==> src/rtl/dma_ctl_pkg.sv <==
package dma_ctl_pkg;
    localparam int NCH  = 4;
    localparam int DW   = 8;
    localparam int CHW  = $clog2(NCH);
    localparam int NPORT = 8;

    typedef enum logic [3:0] {
        PORT_CMD     = 4'd0,
        PORT_REQ     = 4'd1,
        PORT_SMASK   = 4'd2,
        PORT_MODE    = 4'd3,
        PORT_CLRPTR  = 4'd4,
        PORT_MRESET  = 4'd5,
        PORT_CLRMASK = 4'd6,
        PORT_WRMASK  = 4'd7
    } port_e;

    typedef struct packed {
        logic [NCH-1:0] req;
        logic [NCH-1:0] tc;
    } status_t;

    localparam logic [DW-1:0] CMD_ALLOWED = 8'h04;

    function automatic logic cmd_ok(input logic [DW-1:0] v);
        return (v & ~CMD_ALLOWED) == '0;
    endfunction
endpackage

==> src/rtl/dma_ctl_decode.sv <==
module dma_ctl_decode
    import dma_ctl_pkg::*;
#(
    parameter int SHIFT = 0,
    localparam int AW = SHIFT + 4
) (
    input  logic              wr_en,
    input  logic              rd_en,
    input  logic [AW-1:0]     addr,
    input  logic [DW-1:0]     wdata,
    output logic [NPORT-1:0]  wr_sel,
    output logic              rd_status,
    output logic              rd_mask,
    output logic [CHW-1:0]    ch,
    output logic              set_bit
);
    logic [3:0] idx;
    logic [AW-1:0] shifted;
    logic unused_wdata;

    assign shifted = addr >> SHIFT;
    assign idx     = shifted[3:0];
    assign ch      = wdata[CHW-1:0];
    assign set_bit = wdata[2];
    assign unused_wdata = ^wdata[DW-1:3];

    for (genvar p = 0; p < NPORT; p++) begin : g_sel
        assign wr_sel[p] = wr_en && (idx == 4'(p));
    end

    assign rd_status = rd_en && (port_e'(idx) == PORT_CMD);
    assign rd_mask   = rd_en && (port_e'(idx) == PORT_REQ);
endmodule

==> src/rtl/dma_ctl_cfg.sv <==
module dma_ctl_cfg
    import dma_ctl_pkg::*;
(
    input  logic              clk,
    input  logic              rst,
    input  logic [NPORT-1:0]  wr_sel,
    input  logic [DW-1:0]     wdata,
    input  logic [CHW-1:0]    ch,
    input  logic              set_bit,
    input  logic              ptr_flip,
    output logic [DW-1:0]     cmd_q,
    output logic [DW-1:0]     mask_q,
    output logic [NCH*DW-1:0] mode_q,
    output logic              ptr_q
);
    logic [DW-1:0] mode_r [NCH];

    always_ff @(posedge clk) begin
        if (rst) begin
            cmd_q  <= '0;
            mask_q <= '1;
            ptr_q  <= 1'b0;
        end else begin
            if (wr_sel[PORT_CMD] && cmd_ok(wdata))
                cmd_q <= wdata;
            if (wr_sel[PORT_SMASK])
                mask_q[{1'b0, ch}] <= set_bit;
            if (wr_sel[PORT_CLRMASK])
                mask_q <= '0;
            if (wr_sel[PORT_WRMASK])
                mask_q <= wdata;
            if (wr_sel[PORT_CLRPTR])
                ptr_q <= 1'b0;
            else if (ptr_flip)
                ptr_q <= ~ptr_q;
            if (wr_sel[PORT_MRESET]) begin
                cmd_q  <= '0;
                mask_q <= '1;
                ptr_q  <= 1'b0;
            end
        end
    end

    for (genvar c = 0; c < NCH; c++) begin : g_mode
        always_ff @(posedge clk) begin
            if (rst)
                mode_r[c] <= '0;
            else if (wr_sel[PORT_MODE] && ch == CHW'(c))
                mode_r[c] <= wdata;
        end
        assign mode_q[c*DW +: DW] = mode_r[c];
    end

    // rejected command values leave the command byte alone
    a_r2_cmd_reject: assert property (@(posedge clk) disable iff (rst)
        (wr_sel[PORT_CMD] && wdata != 8'h00 && wdata != 8'h04) |=> $stable(cmd_q));

    // master reset outcome
    a_r7_master_reset: assert property (@(posedge clk) disable iff (rst)
        wr_sel[PORT_MRESET] |=> (mask_q == 8'hFF && cmd_q == 8'h00 && !ptr_q));

    // pointer clear
    a_r6_ptr_clear: assert property (@(posedge clk) disable iff (rst)
        wr_sel[PORT_CLRPTR] |=> !ptr_q);
endmodule

==> src/rtl/dma_ctl_status.sv <==
module dma_ctl_status
    import dma_ctl_pkg::*;
(
    input  logic           clk,
    input  logic           rst,
    input  logic           wr_req,
    input  logic           wr_mreset,
    input  logic           rd_status,
    input  logic [CHW-1:0] ch,
    input  logic           set_bit,
    input  logic [NCH-1:0] hold_i,
    input  logic [NCH-1:0] release_i,
    input  logic [NCH-1:0] tc_i,
    output status_t        status_q
);
    status_t nxt;

    always_comb begin
        nxt = status_q;
        if (rd_status)
            nxt.tc = '0;
        if (wr_req) begin
            nxt.req[ch] = set_bit;
            nxt.tc[ch]  = 1'b0;
        end
        if (wr_mreset)
            nxt = '0;
        nxt.req = (nxt.req | hold_i) & ~release_i;
        nxt.tc  = nxt.tc | tc_i;
    end

    always_ff @(posedge clk) begin
        if (rst)
            status_q <= '0;
        else
            status_q <= nxt;
    end

    // a quiet status read drops the low nibble and keeps the high one
    a_r8_read_clear: assert property (@(posedge clk) disable iff (rst)
        (rd_status && !wr_req && !wr_mreset && hold_i == '0 && release_i == '0 && tc_i == '0)
        |=> (status_q.tc == '0 && status_q.req == $past(status_q.req)));

    // release always leaves its request flag clear
    a_r11_release: assert property (@(posedge clk) disable iff (rst)
        (release_i != '0) |=> ((status_q.req & $past(release_i)) == '0));

    // terminal count always lands
    a_r13_tc_set: assert property (@(posedge clk) disable iff (rst)
        (tc_i != '0) |=> ((status_q.tc & $past(tc_i)) == $past(tc_i)));
endmodule

==> src/rtl/dma_ctl_arb.sv <==
module dma_ctl_arb
    import dma_ctl_pkg::*;
(
    input  logic [NCH-1:0] masked,
    input  logic [NCH-1:0] req,
    output logic [NCH-1:0] grant
);
    logic [NCH-1:0] elig;
    logic [NCH:0]   taken;

    assign elig     = req & ~masked;
    assign taken[0] = 1'b0;

    for (genvar c = 0; c < NCH; c++) begin : g_pri
        assign grant[c]   = elig[c] & ~taken[c];
        assign taken[c+1] = taken[c] | elig[c];
    end
endmodule

==> src/rtl/dma_ctl_top.sv <==
module dma_ctl_top
    import dma_ctl_pkg::*;
#(
    parameter int SHIFT = 0,
    localparam int AW = SHIFT + 4
) (
    input  logic              clk,
    input  logic              rst,
    input  logic              wr_en,
    input  logic              rd_en,
    input  logic [AW-1:0]     addr,
    input  logic [7:0]        wdata,
    output logic [7:0]        rdata,
    input  logic [3:0]        hold_i,
    input  logic [3:0]        release_i,
    input  logic [3:0]        tc_i,
    input  logic              ptr_flip_i,
    output logic [3:0]        grant_o,
    output logic [7:0]        cmd_o,
    output logic [31:0]       mode_o,
    output logic [3:0]        dir_o,
    output logic              ptr_o
);
    logic [NPORT-1:0] wr_sel;
    logic             rd_status, rd_mask, set_bit;
    logic [CHW-1:0]   ch;
    logic [DW-1:0]    mask_q;
    status_t          status_q;

    dma_ctl_decode #(.SHIFT(SHIFT)) u_dec (
        .wr_en(wr_en), .rd_en(rd_en), .addr(addr), .wdata(wdata),
        .wr_sel(wr_sel), .rd_status(rd_status), .rd_mask(rd_mask),
        .ch(ch), .set_bit(set_bit)
    );

    dma_ctl_cfg u_cfg (
        .clk(clk), .rst(rst), .wr_sel(wr_sel), .wdata(wdata), .ch(ch),
        .set_bit(set_bit), .ptr_flip(ptr_flip_i), .cmd_q(cmd_o),
        .mask_q(mask_q), .mode_q(mode_o), .ptr_q(ptr_o)
    );

    dma_ctl_status u_stat (
        .clk(clk), .rst(rst), .wr_req(wr_sel[PORT_REQ]),
        .wr_mreset(wr_sel[PORT_MRESET]), .rd_status(rd_status), .ch(ch),
        .set_bit(set_bit), .hold_i(hold_i), .release_i(release_i),
        .tc_i(tc_i), .status_q(status_q)
    );

    dma_ctl_arb u_arb (
        .masked(mask_q[NCH-1:0]), .req(status_q.req), .grant(grant_o)
    );

    for (genvar c = 0; c < NCH; c++) begin : g_dir
        assign dir_o[c] = mode_o[c*DW + 5];
    end

    always_comb begin
        rdata = '0;
        if (rd_status)
            rdata = status_q;
        else if (rd_mask)
            rdata = mask_q;
    end

    // grant is one-hot and points at an eligible channel
    a_r10_grant_onehot: assert property (@(posedge clk) disable iff (rst)
        $onehot0(grant_o));
    a_r10_grant_eligible: assert property (@(posedge clk) disable iff (rst)
        (grant_o != '0) |-> ((grant_o & mask_q[3:0]) == '0 && (grant_o & status_q.req) == grant_o));
    a_r10_grant_live: assert property (@(posedge clk) disable iff (rst)
        ((status_q.req & ~mask_q[3:0]) != '0) |-> (grant_o != '0));
endmodule

==> config.mk <==
export PLATFORM = sky130hd
export DESIGN_NAME = dma_ctl_top
export DESIGN_NICKNAME = d
export VERILOG_FILES = /design/src/rtl/dma_ctl_pkg.sv /design/src/rtl/dma_ctl_decode.sv /design/src/rtl/dma_ctl_cfg.sv /design/src/rtl/dma_ctl_status.sv /design/src/rtl/dma_ctl_arb.sv /design/src/rtl/dma_ctl_top.sv
export SDC_FILE = /design/constraint.sdc
export NUM_CORES = 1
export LEC_CHECK = 0
export BUFFER_PORTS_ARGS = -buffer_cell sky130_fd_sc_hd__buf_2
export CORE_MARGIN = 2
export CORE_UTILIZATION = 50
export DETAILED_ROUTE_END_ITERATION = 16
export PLACE_DENSITY = 0.79
export SLEW_MARGIN = 40
export SYNTH_ARGS = -nofsm -noshare
export SYNTH_HDL_FRONTEND = slang
export SYNTH_SLANG_ARGS = --single-unit
==> constraint.sdc <==
create_clock -name clk -period 3 [get_ports clk]
set_input_delay 0.6 -clock clk [delete_from_list [all_inputs] [get_ports clk]]
set_output_delay 0.6 -clock clk [all_outputs]
set_load 0.005 [all_outputs]
## Yosys cells after proc, flatten, opt, wreduce, memory -nomap -nowiden

Memory sizes are Yosys's and may differ from the RTL's.
Index checks and enable logic that the tools add are counted.

| storage, ports and cells | value |
|---|---|
| flip-flop bits (word level) | 25 |
| output and inout bits | 57 |
| bits in writable memories | 32 |
| memories | 1 |

| cells by class | value |
|---|---|
| magnitude comparators | 4 |
| reductions and logical operators | 23 |
| bitwise operators | 21 |
| mux-type cells | 32 |
| equal/unequal tests | 10 |

Memories:

| name | depth | width | read ports | clocked after Yosys merged registers in | wr ports | RTL line | RTL |
|---|---|---|---|---|---|---|---|
| u_cfg.mode_r | 4 | 8 | 4 | 0 | 4 | dma_ctl_cfg.sv:16 | `logic [DW-1:0] mode_r [NCH];` |

Operators with widths:

| operator | number |
|---|---|
| 2-to-1 mux 8 bit | 11 |
| logical AND 1 bit | 17 |
| == test 4 x 3 -> 1 bit (second input constant) | 4 |
| 2-to-1 mux 1 bit | 16 |
| AND 4 bit | 3 |
| inverter 4 bit | 3 |
| bitwise mux 8 bit | 1 |
| == test 4 x 2 -> 1 bit (second input constant) | 2 |
| zero test 8 bit | 1 |
| bitwise OR 4 bit | 2 |
| bitwise OR 1 bit | 6 |
| bitwise mux 4 bit | 1 |
| demux 1 bit (select 2 bit) | 2 |
| == test 2 bit (second input constant) | 2 |
| == test 4 x 1 -> 1 bit (second input constant) | 1 |
| greater-or-equal comparator 2 x 1 -> 1 bit (second input constant) | 2 |
| zero test 4 bit | 1 |
| less-than comparator 2 x 4 -> 1 bit (second input constant) | 1 |
| 2-to-1 mux 4 bit | 1 |
| inverter 1 bit | 4 |
| AND 1 bit | 3 |
| less-than comparator 2 x 3 -> 1 bit (second input constant) | 1 |
| nonzero test 3 bit | 1 |
| OR reduction 3 bit | 1 |
| other kinds (3) | 3 |

## Logic depth before layout (Yosys ltp)

Gate-level depths: netlist (run 1).

| logic depth | value |
|---|---|
| word-level depth | 10 |
| depth in mapped cells | 5 |

## By module

From an unflattened synthesis (run 1), not the netlist that was laid out.

| unflattened totals | value |
|---|---|
| cell total of the unflattened synthesis | 232 |
| area, all modules | 2715.1 µm² |

Modules (own cells, without submodules):

| module | sequential area each (µm²) | instances | area an instance (µm²) | cells an instance |
|---|---|---|---|---|
| dma_ctl_cfg | 1301.2 | 1 | 2040.7 | 150 |
| dma_ctl_status | 160.2 | 1 | 361.6 | 38 |
| dma_ctl_top | 0.0 | 1 | 132.6 | 18 |
| dma_ctl_decode | 0.0 | 1 | 118.9 | 19 |
| dma_ctl_arb | 0.0 | 1 | 61.3 | 7 |

## Worst setup path after synthesis (run 1)

OpenSTA, ideal clock, no wires.

| path | value |
|---|---|
| path kind | in2reg |
| start | in addr[3] |
| end | mem u_cfg.mode_r[0][0] (enable) |
| arrival | 2.198 ns |
| slack | 0.404 ns |
| cell stages on the path | 3 |
| data required time | 2.602 ns |
| path buffers | 1 |
| cell sequence | or3b_4 > buf_6 > o41ai_1 |

RTL lines:

| what | RTL line | RTL |
|---|---|---|
| start, declared | dma_ctl_top.sv:11 | `input logic [AW-1:0] addr,` |
| end, declared | dma_ctl_cfg.sv:16 |  |

## Final worst setup path (run 1)

| path | value |
|---|---|
| start | in addr[2] |
| end | out rdata[2] |

| between the ends | value |
|---|---|
| word-level cells in the longest chain between the ends | 4 |

RTL lines:

| what | RTL line | RTL |
|---|---|---|
| == test 4 x 1 -> 1 bit | dma_ctl_decode.sv:32 | `assign rd_mask = rd_en && (port_e'(idx) == PORT_REQ);` |
| logical AND 1 bit | dma_ctl_decode.sv:32 |  |
| 2-to-1 mux 8 bit | dma_ctl_top.sv:61 | `else if (rd_mask)` |
| 2-to-1 mux 8 bit (*) | dma_ctl_top.sv:59 | `if (rd_status)` |
| end, declared | dma_ctl_top.sv:13 | `output logic [7:0] rdata,` |

Mark *: on every way between the ends. The rest lies on a longest branch, timed or not.

==> results of run 1 <==
power by group through the flow:
stage | clock [µW] | combinational, µW | sequential (µW)
CTS | 671 | 175 | 882
global placement | 0 | 170 | 898
global route | 699 | 193 | 885
detailed placement | 0 | 174 | 898
finish | 660 | 175 | 882
floorplan | 0 | 90.4 | 898
sequential cells by signal (all words and copies together) (netlist names):
register         flops
u_cfg.cmd_q          8
u_cfg.mask_q         8
u_cfg.mode_r        32
u_cfg.ptr_q          1
u_stat.status_q      8
how the worst min path moves through the flow:
stage                             from                 end  slack (ns)  cells after the start
floorplan           u_stat.status_q[3]  u_stat.status_q[3]        0.44                      2
global placement        u_cfg.cmd_q[4]      u_cfg.cmd_q[4]        0.46                      1
detailed placement      u_cfg.cmd_q[6]      u_cfg.cmd_q[6]        0.46                      1
CTS                            tc_i[3]  u_stat.status_q[3]        0.46                      3
global route                   tc_i[1]  u_stat.status_q[1]        0.47                      2
finish                         tc_i[3]  u_stat.status_q[3]        0.47                      3
metrics by stage:
stage / hold slack, ns / std cells / area (µm²) / utilization [%]
3_5_place_dp: 0.4624 / 379 / 3158 / 61.44
2_1_floorplan: 0.4410 / 236 / 2683 / -
3_3_place_gp: 0.4586 / 379 / 3158 / 61.44
4_1_cts: 0.4575 / 395 / 3337 / 64.92
5_1_grt: 0.4721 / 395 / 3337 / 64.92
6_report: 0.4678 / 395 / 3337 / 64.92
final cells by class:
type                       count  share of cell area, %
timing repair buffer          92                  14.32
tap                           70                  2.625
inverter                       4                 0.4499
sequential                    57                  43.79
clock inverter                 4                  1.312
clock buffer                  12                  4.050
multi-input combinational    156                  33.45
logic make-up (layout without fill, tap and decap cells):
logic type      Yosys count  in the layout  synth area share [%]
buf+inv                  23            112                 4.215
other cells               1              4                0.1404
xor+xnor                  1              1                0.3279
simple gates             89             89                 24.22
flops                    57             57                 54.71
mux                       1              1                0.3747
compound gates           61             61                 16.02
cell usage in the layout, fill, tap and decap left out, drive strengths merged, types with 3 or more instances in the layout:
cell	count
nor3	5
nor2b	4
nor4	7
nand2	5
nand2b	6
or3	4
nor3b	8
edfxtp	32
a22o	8
o32ai	6
dfxtp	25
o31ai	4
and3b	3
buf	92
nor2	6
clkbuf	12
nor4b	5
inv	4
o21ai	9
o211ai	3
a21oi	14
clkinv	3
a22oi	4
conb	4
and2	25
metal layers:
layer  global-route usage (%)  vias to the layer above
met5                        0                        -
met4                    12.86                        0
met3                    4.235                       17
met1                    31.20                     1027
met2                    35.09                      113
li1                         -                     1058
critical path: cells and delay by family:
family	cells	cell delay [ns]
buffers and inverters	3	0.52
AOI/OAI and AO/OA	1	0.16
and+or+nand+nor	2	0.64
==> metrics.txt, run 1 <==
# TYPE chip_impl_metric gauge
chip_impl_info{name="synth.largest_area_cell",value="sky130_fd_sc_hd__edfxtp_1"} 1
chip_impl_metric{name="first_pass_iters",unit=""} 4
chip_impl_metric{name="tns",unit="ns"} 0
chip_impl_metric{name="dp.final_hpwl",unit="µm"} 4455
chip_impl_metric{name="top_ports",unit=""} 86
chip_impl_metric{name="power_leakage",unit="µW"} 0.001373
chip_impl_info{name="status",value="completed"} 1
chip_impl_info{name="crit_path_frequent_cell",value="sky130_fd_sc_hd__buf_2"} 1
chip_impl_metric{name="seqPwrFrac",unit="%"} 51.3
chip_impl_info{name="slowest_stage",value="sky130_fd_sc_hd__or3b_2"} 1
chip_impl_metric{name="largest_voltage_drop_on_the_vdd_net",unit="mV"} 0.3770
chip_impl_metric{name="power-per-cell-area",unit="nW/µm²"} 514.7
chip_impl_metric{name="period_minus_slack",unit="ns"} 2.519
chip_impl_info{name="setup.worst_path.class",value="in -> out"} 1
chip_impl_metric{name="placement.setup.worst_slack",unit="ns"} 0.4997
chip_impl_metric{name="clock_sinks",unit=""} 57
chip_impl_info{name="r2r_end",value="u_cfg.mask_q[1]"} 1
chip_impl_metric{name="p_int",unit="µW"} 1314
chip_impl_info{name="worst_setup_startpoint",value="addr[2]"} 1
chip_impl_metric{name="die_area",unit="µm²"} 5944
chip_impl_metric{name="nets",unit=""} 349
chip_impl_metric{name="avgSynthCellArea",unit="µm²"} 11.46
chip_impl_metric{name="cts_buffers",unit=""} 9
chip_impl_metric{name="multi_input_area",unit="µm²"} 1116
chip_impl_metric{name="layout_setup_ws",unit="ns"} 0.4810
chip_impl_metric{name="worstSkewPairLatency",unit="ns"} 0.33
chip_impl_metric{name="postSynthRegisterBits",unit=""} 57
chip_impl_metric{name="setup_slack_reg_to_reg",unit="ns"} 2.08
chip_impl_info{name="hold_class",value="in -> reg"} 1
chip_impl_metric{name="grt_pass1_wl",unit="µm"} 10570
chip_impl_metric{name="setup_viol",unit=""} 0
chip_impl_info{name="worst_setup_path_end_kind",value="primary output"} 1
chip_impl_info{name="highest_layer",value="met4"} 1
chip_impl_info{name="worst_setup_path_start_kind",value="input pin"} 1
chip_impl_metric{name="clockBufferDepth",unit=""} 2
chip_impl_metric{name="switching_share",unit="%"} 23.51
chip_impl_info{name="yosys_most_used_dff",value="sky130_fd_sc_hd__edfxtp_1"} 1
chip_impl_info{name="cts_tree",value="yes"} 1
chip_impl_metric{name="yosysWarnings",unit=""} 0
chip_impl_info{name="cp_cell_sequence",value="buf_2 -> or3b_2 -> nor3_2 -> buf_4 -> a22o_1 -> buf_2"} 1
chip_impl_metric{name="fp.dieH",unit="µm"} 77.10
chip_impl_metric{name="share_of_power_burned_in_the_clock_network",unit="%"} 38.4
chip_impl_metric{name="core_area",unit="µm²"} 5140
chip_impl_metric{name="netlist-cell-type-count",unit=""} 51
chip_impl_metric{name="critical_path.max_fanout",unit=""} 23
chip_impl_metric{name="critical_path_required",unit="ns"} 2.40
chip_impl_metric{name="synth_top_area_share",unit="%"} 35.97
chip_impl_metric{name="synth_area",unit="µm²"} 2671
chip_impl_metric{name="first_global_vias",unit=""} 2076
chip_impl_metric{name="timing.clock.skew",unit="ns"} 0
chip_impl_metric{name="detailroute.via_count",unit=""} 2215
chip_impl_metric{name="synth_enable_flop_cells",unit=""} 32
chip_impl_info{name="cts_root_buffer",value="sky130_fd_sc_hd__clkbuf_8"} 1
chip_impl_info{name="synth.top_cells.by_area",value="sky130_fd_sc_hd__edfxtp_1 (36%), sky130_fd_sc_hd__dfxtp_1 (19%), sky130_fd_sc_hd__and2_1 (5.9%)"} 1
chip_impl_metric{name="ctsHtreeMaxLevel",unit=""} 3
chip_impl_metric{name="effective_utilization_at_floorplan",unit="%"} 51.97
chip_impl_info{name="rsz0062_at_grt",value="no"} 1
chip_impl_metric{name="grt_start_max_net_pins",unit=""} 24
chip_impl_info{name="synth_commonest_cells",value="sky130_fd_sc_hd__edfxtp_1 (32), sky130_fd_sc_hd__and2_1 (25), sky130_fd_sc_hd__dfxtp_1 (25), sky130_fd_sc_hd__a21oi_1 (14), sky130_fd_sc_hd__clkbuf_1 (10)"} 1
chip_impl_metric{name="wl_per_cell",unit="µm"} 16.29
chip_impl_metric{name="final_worst_path_cycle_share",unit="%"} 83.97
chip_impl_metric{name="postCtsSetupBuffers",unit=""} 0
chip_impl_metric{name="gr-usage-all-layers",unit="%"} 23.09
chip_impl_metric{name="globalRouteOverflowTotal",unit=""} 0
chip_impl_metric{name="synth_seq_area_share",unit="%"} 54.71
chip_impl_metric{name="fill_cells",unit=""} 442
chip_impl_metric{name="reg2regPathDepth",unit=""} 3
chip_impl_metric{name="die_w",unit="µm"} 77.10
chip_impl_metric{name="ctsResizeCount",unit=""} 0
chip_impl_info{name="worstReg2RegStart",value="u_cfg.mask_q[1]"} 1
chip_impl_metric{name="timing.max_cap.violations",unit=""} 0
chip_impl_metric{name="report.final.hold_viol_count",unit=""} 0
chip_impl_metric{name="cts_hold_repair.buffers",unit=""} 0
chip_impl_info{name="most_numerous_cell_in_the_yosys_netlist",value="sky130_fd_sc_hd__edfxtp_1"} 1
chip_impl_metric{name="critical-path-max-stage-delay",unit="ns"} 0.53
chip_impl_metric{name="insertedDiodeCount",unit=""} 0
chip_impl_metric{name="cp.arrival",unit="ns"} 1.92
chip_impl_metric{name="routed_via_density",unit=""} 5.608
chip_impl_metric{name="async_reset_ff_share",unit="%"} 0
chip_impl_metric{name="power.net_switching",unit="µW"} 403.8
chip_impl_metric{name="routabilityCongestion",unit=""} 0.8363
chip_impl_metric{name="clk_transition_reported_paths",unit="ns"} 0.06
chip_impl_metric{name="flow.area_growth_from_synthesis",unit="%"} 24.92
chip_impl_metric{name="ant_nets",unit=""} 0
chip_impl_metric{name="core.rowCount",unit=""} 26
chip_impl_metric{name="drive_above_1_share",unit="%"} 35.69
chip_impl_metric{name="route.final.wire_length",unit="µm"} 6434
chip_impl_metric{name="synth_cells",unit=""} 233
chip_impl_metric{name="wl_met1",unit="µm"} 2703
chip_impl_metric{name="report.power.total",unit="µW"} 1717
chip_impl_metric{name="max_clock_freq",unit="MHz"} 397.0
chip_impl_metric{name="met3_wirelength",unit="µm"} 534
chip_impl_metric{name="comb_power_share",unit="%"} 10.2
chip_impl_metric{name="drt_iter0_drc",unit=""} 177
chip_impl_metric{name="drc",unit=""} 0
chip_impl_metric{name="finalMaxSlewViolations",unit=""} 0
chip_impl_metric{name="sequential_cell_area",unit="µm²"} 1461
chip_impl_metric{name="antenna_found_initial",unit=""} 0
chip_impl_info{name="timing.critical_path.to",value="rdata[2]"} 1
chip_impl_metric{name="numPortBuffers",unit=""} 85
chip_impl_metric{name="met2RoutedLength",unit="µm"} 2996
Note: power is estimated with default switching activity, not from simulation.
==> inputs of run 2 (changes only) <==
Clock period 3 ns to 2.5 ns, I/O delays scaled along.
==> metrics.txt, run 2 (synthesis gave the netlist of run 1 again) <==
# TYPE chip_impl_metric gauge
chip_impl_metric{name="critical_path_required",unit="ns"} 2.00
chip_impl_info{name="hold_class",value="in -> reg"} 1
chip_impl_metric{name="placed_area",unit="µm²"} 3173
chip_impl_info{name="slowest_stage",value="sky130_fd_sc_hd__or3b_2"} 1
chip_impl_metric{name="drt_iter0_drc",unit=""} 167
chip_impl_metric{name="path_buf_inv",unit=""} 3
chip_impl_metric{name="fp.dieH",unit="µm"} 77.10
chip_impl_metric{name="period_minus_slack",unit="ns"} 2.225
chip_impl_metric{name="max_clock_freq",unit="MHz"} 449.4
chip_impl_metric{name="antenna_found_initial",unit=""} 0
chip_impl_metric{name="routed_via_density",unit=""} 5.594
chip_impl_info{name="worst_setup_path_start_kind",value="input pin"} 1
chip_impl_metric{name="core.rowCount",unit=""} 26
chip_impl_metric{name="postCtsSetupBuffers",unit=""} 0
chip_impl_metric{name="clk_transition_reported_paths",unit="ns"} 0.06
chip_impl_metric{name="first_global_vias",unit=""} 2050
chip_impl_info{name="rsz0062_at_grt",value="no"} 1
chip_impl_metric{name="drive_above_1_share",unit="%"} 37.31
chip_impl_metric{name="largest_voltage_drop_on_the_vdd_net",unit="mV"} 0.5688
chip_impl_metric{name="gr-usage-all-layers",unit="%"} 22.62
chip_impl_info{name="most-common-layout-cells",value="sky130_fd_sc_hd__buf_2 (85), sky130_fd_sc_hd__edfxtp_1 (32), sky130_fd_sc_hd__and2_1 (25), sky130_fd_sc_hd__dfxtp_1 (25), sky130_fd_sc_hd__a21oi_1 (14)"} 1
chip_impl_metric{name="detailroute.via_count",unit=""} 2221
chip_impl_metric{name="nets",unit=""} 351
chip_impl_info{name="registers.top_by_ff_count",value="u_cfg.mode_r"} 1
chip_impl_metric{name="timing.clock.skew",unit="ns"} 0
chip_impl_metric{name="final_worst_path_cycle_share",unit="%"} 89.00
chip_impl_metric{name="sequential_cell_area",unit="µm²"} 1461
chip_impl_metric{name="final_area",unit="µm²"} 3402
chip_impl_metric{name="ant_nets",unit=""} 0
chip_impl_metric{name="critical-path-max-stage-delay",unit="ns"} 0.51
chip_impl_metric{name="power_leakage",unit="µW"} 0.001405
chip_impl_metric{name="route.final.wire_length",unit="µm"} 6420
chip_impl_info{name="critPathTopFamily",value="simple AND/OR/NAND/NOR gates"} 1
chip_impl_metric{name="multi_input_area",unit="µm²"} 1116
chip_impl_info{name="crit_path_frequent_cell",value="sky130_fd_sc_hd__buf_2"} 1
chip_impl_info{name="layout.cells.most_common",value="sky130_fd_sc_hd__buf_2"} 1
chip_impl_metric{name="insertedDiodeCount",unit=""} 0
chip_impl_metric{name="worstSkewPairLatency",unit="ns"} 0.33
chip_impl_metric{name="setup_viol",unit=""} 0
chip_impl_info{name="cts_tree",value="yes"} 1
chip_impl_metric{name="largest_register_ff_count",unit=""} 32
chip_impl_metric{name="top_ports",unit=""} 86
chip_impl_metric{name="ctsHtreeMaxLevel",unit=""} 3
chip_impl_metric{name="core_area",unit="µm²"} 5140
chip_impl_metric{name="grt_start_max_net_pins",unit=""} 23
chip_impl_metric{name="cts_hold_repair.buffers",unit=""} 0
chip_impl_metric{name="ctsResizeCount",unit=""} 0
chip_impl_metric{name="fill_cells",unit=""} 413
chip_impl_info{name="setup.worst_path.class",value="in -> out"} 1
chip_impl_metric{name="globalRouteOverflowTotal",unit=""} 0
chip_impl_metric{name="cp.arrival",unit="ns"} 1.72
chip_impl_metric{name="effective_utilization_at_floorplan",unit="%"} 51.97
chip_impl_metric{name="die_area",unit="µm²"} 5944
chip_impl_metric{name="first_pass_iters",unit=""} 4
chip_impl_metric{name="report.final.hold_viol_count",unit=""} 0
chip_impl_info{name="cp_cell_sequence",value="buf_2 -> or3b_2 -> nor3_2 -> buf_4 -> a22o_1 -> buf_2"} 1
chip_impl_metric{name="critical_path.max_fanout",unit=""} 9
chip_impl_metric{name="flow.area_growth_from_synthesis",unit="%"} 27.35
chip_impl_metric{name="cts_buffers",unit=""} 9
chip_impl_metric{name="grt_pass1_wl",unit="µm"} 10470
chip_impl_metric{name="routabilityCongestion",unit=""} 0.8636
chip_impl_metric{name="clockBufferDepth",unit=""} 2
chip_impl_info{name="cts_root_buffer",value="sky130_fd_sc_hd__clkbuf_8"} 1
chip_impl_metric{name="die_w",unit="µm"} 77.10
chip_impl_info{name="worst_setup_path_end_kind",value="primary output"} 1
chip_impl_metric{name="finalMaxSlewViolations",unit=""} 0
chip_impl_metric{name="numPortBuffers",unit=""} 85
chip_impl_metric{name="timing.max_cap.violations",unit=""} 0
chip_impl_metric{name="dp.final_hpwl",unit="µm"} 4463
chip_impl_metric{name="post-route-util",unit="%"} 66.19
chip_impl_metric{name="wl_per_cell",unit="µm"} 16.17
chip_impl_metric{name="clock_sinks",unit=""} 57
chip_impl_metric{name="power-per-cell-area",unit="nW/µm²"} 658.7
chip_impl_info{name="status",value="completed"} 1
chip_impl_metric{name="tns",unit="ns"} 0
chip_impl_metric{name="drc",unit=""} 0
-- run 2: cell count changes in the layout (fill, tap and decap cells not counted), sizes merged --
cell | previous run | this run
clkbuf | 12 | 11
clkinvlp | 0 | 1
bufinv | 1 | 2
buf | 92 | 94
clkinv | 3 | 2
-- run 2: where the power goes --
| group | internal (µW) | switching (µW) | leakage [µW] | total, µW |
|---|---|---|---|---|
| clock | 612 | 360 | 0.000115 | 971 |
| combinational | 88.1 | 124 | 0.000780 | 212 |
| sequential | 1040 | 22.3 | 0.000510 | 1060 |
-- run 2: per-layer routing --
layer | GRT usage, % | wire [µm]
met2 | 35.70 | 2938
met5 | 0 | 0
met1 | 30.61 | 2890
met3 | 4.235 | 455
met4 | 9.643 | 136
-- run 2: tightest hold or removal path, delay by kind of cell --
| family | cells | cell delay [ns] |
|---|---|---|
| buffers and inverters | 1 | 0.07 |
| AOI/OAI and AO/OA | 1 | 0.05 |
| and+or+nand+nor | 1 | 0.04 |
-- run 2: per-stage QoR --
stage	total power, µW	setup WS [ns]	std cells	hold WS [ns]
6_report	2241	0.2750	397	0.3623
5_1_grt	2311	0.2207	397	0.3728
4_1_cts	2253	0.2815	397	0.3528
3_5_place_dp	1287	0.2906	381	0.4621
3_3_place_gp	1282	0.3157	381	0.4593
2_1_floorplan	1186	0.004339	236	0.4410
-- run 2: final timing paths --
check	start	endpoint	slack [ns]	depth (start not counted)
setup / recovery	addr[3]	rdata[1]	0.28	6
hold / removal	tc_i[3]	u_stat.status_q[3]	0.36	3
setup reg to reg	u_cfg.mask_q[3]	u_cfg.mask_q[3]	1.57	3
hold reg to reg	u_cfg.cmd_q[4]	u_cfg.cmd_q[4]	0.47	1
-- run 2: area by class of cell --
cell class                      instances  area share, %
Clock buffer                           11          4.450
Clock inverter                          5          2.280
Tap cell                               70          2.574
Sequential cell                        57          42.96
Multi-Input combinational cell        156          32.81
Timing Repair Buffer                   94          14.49
Inverter                                4         0.4413
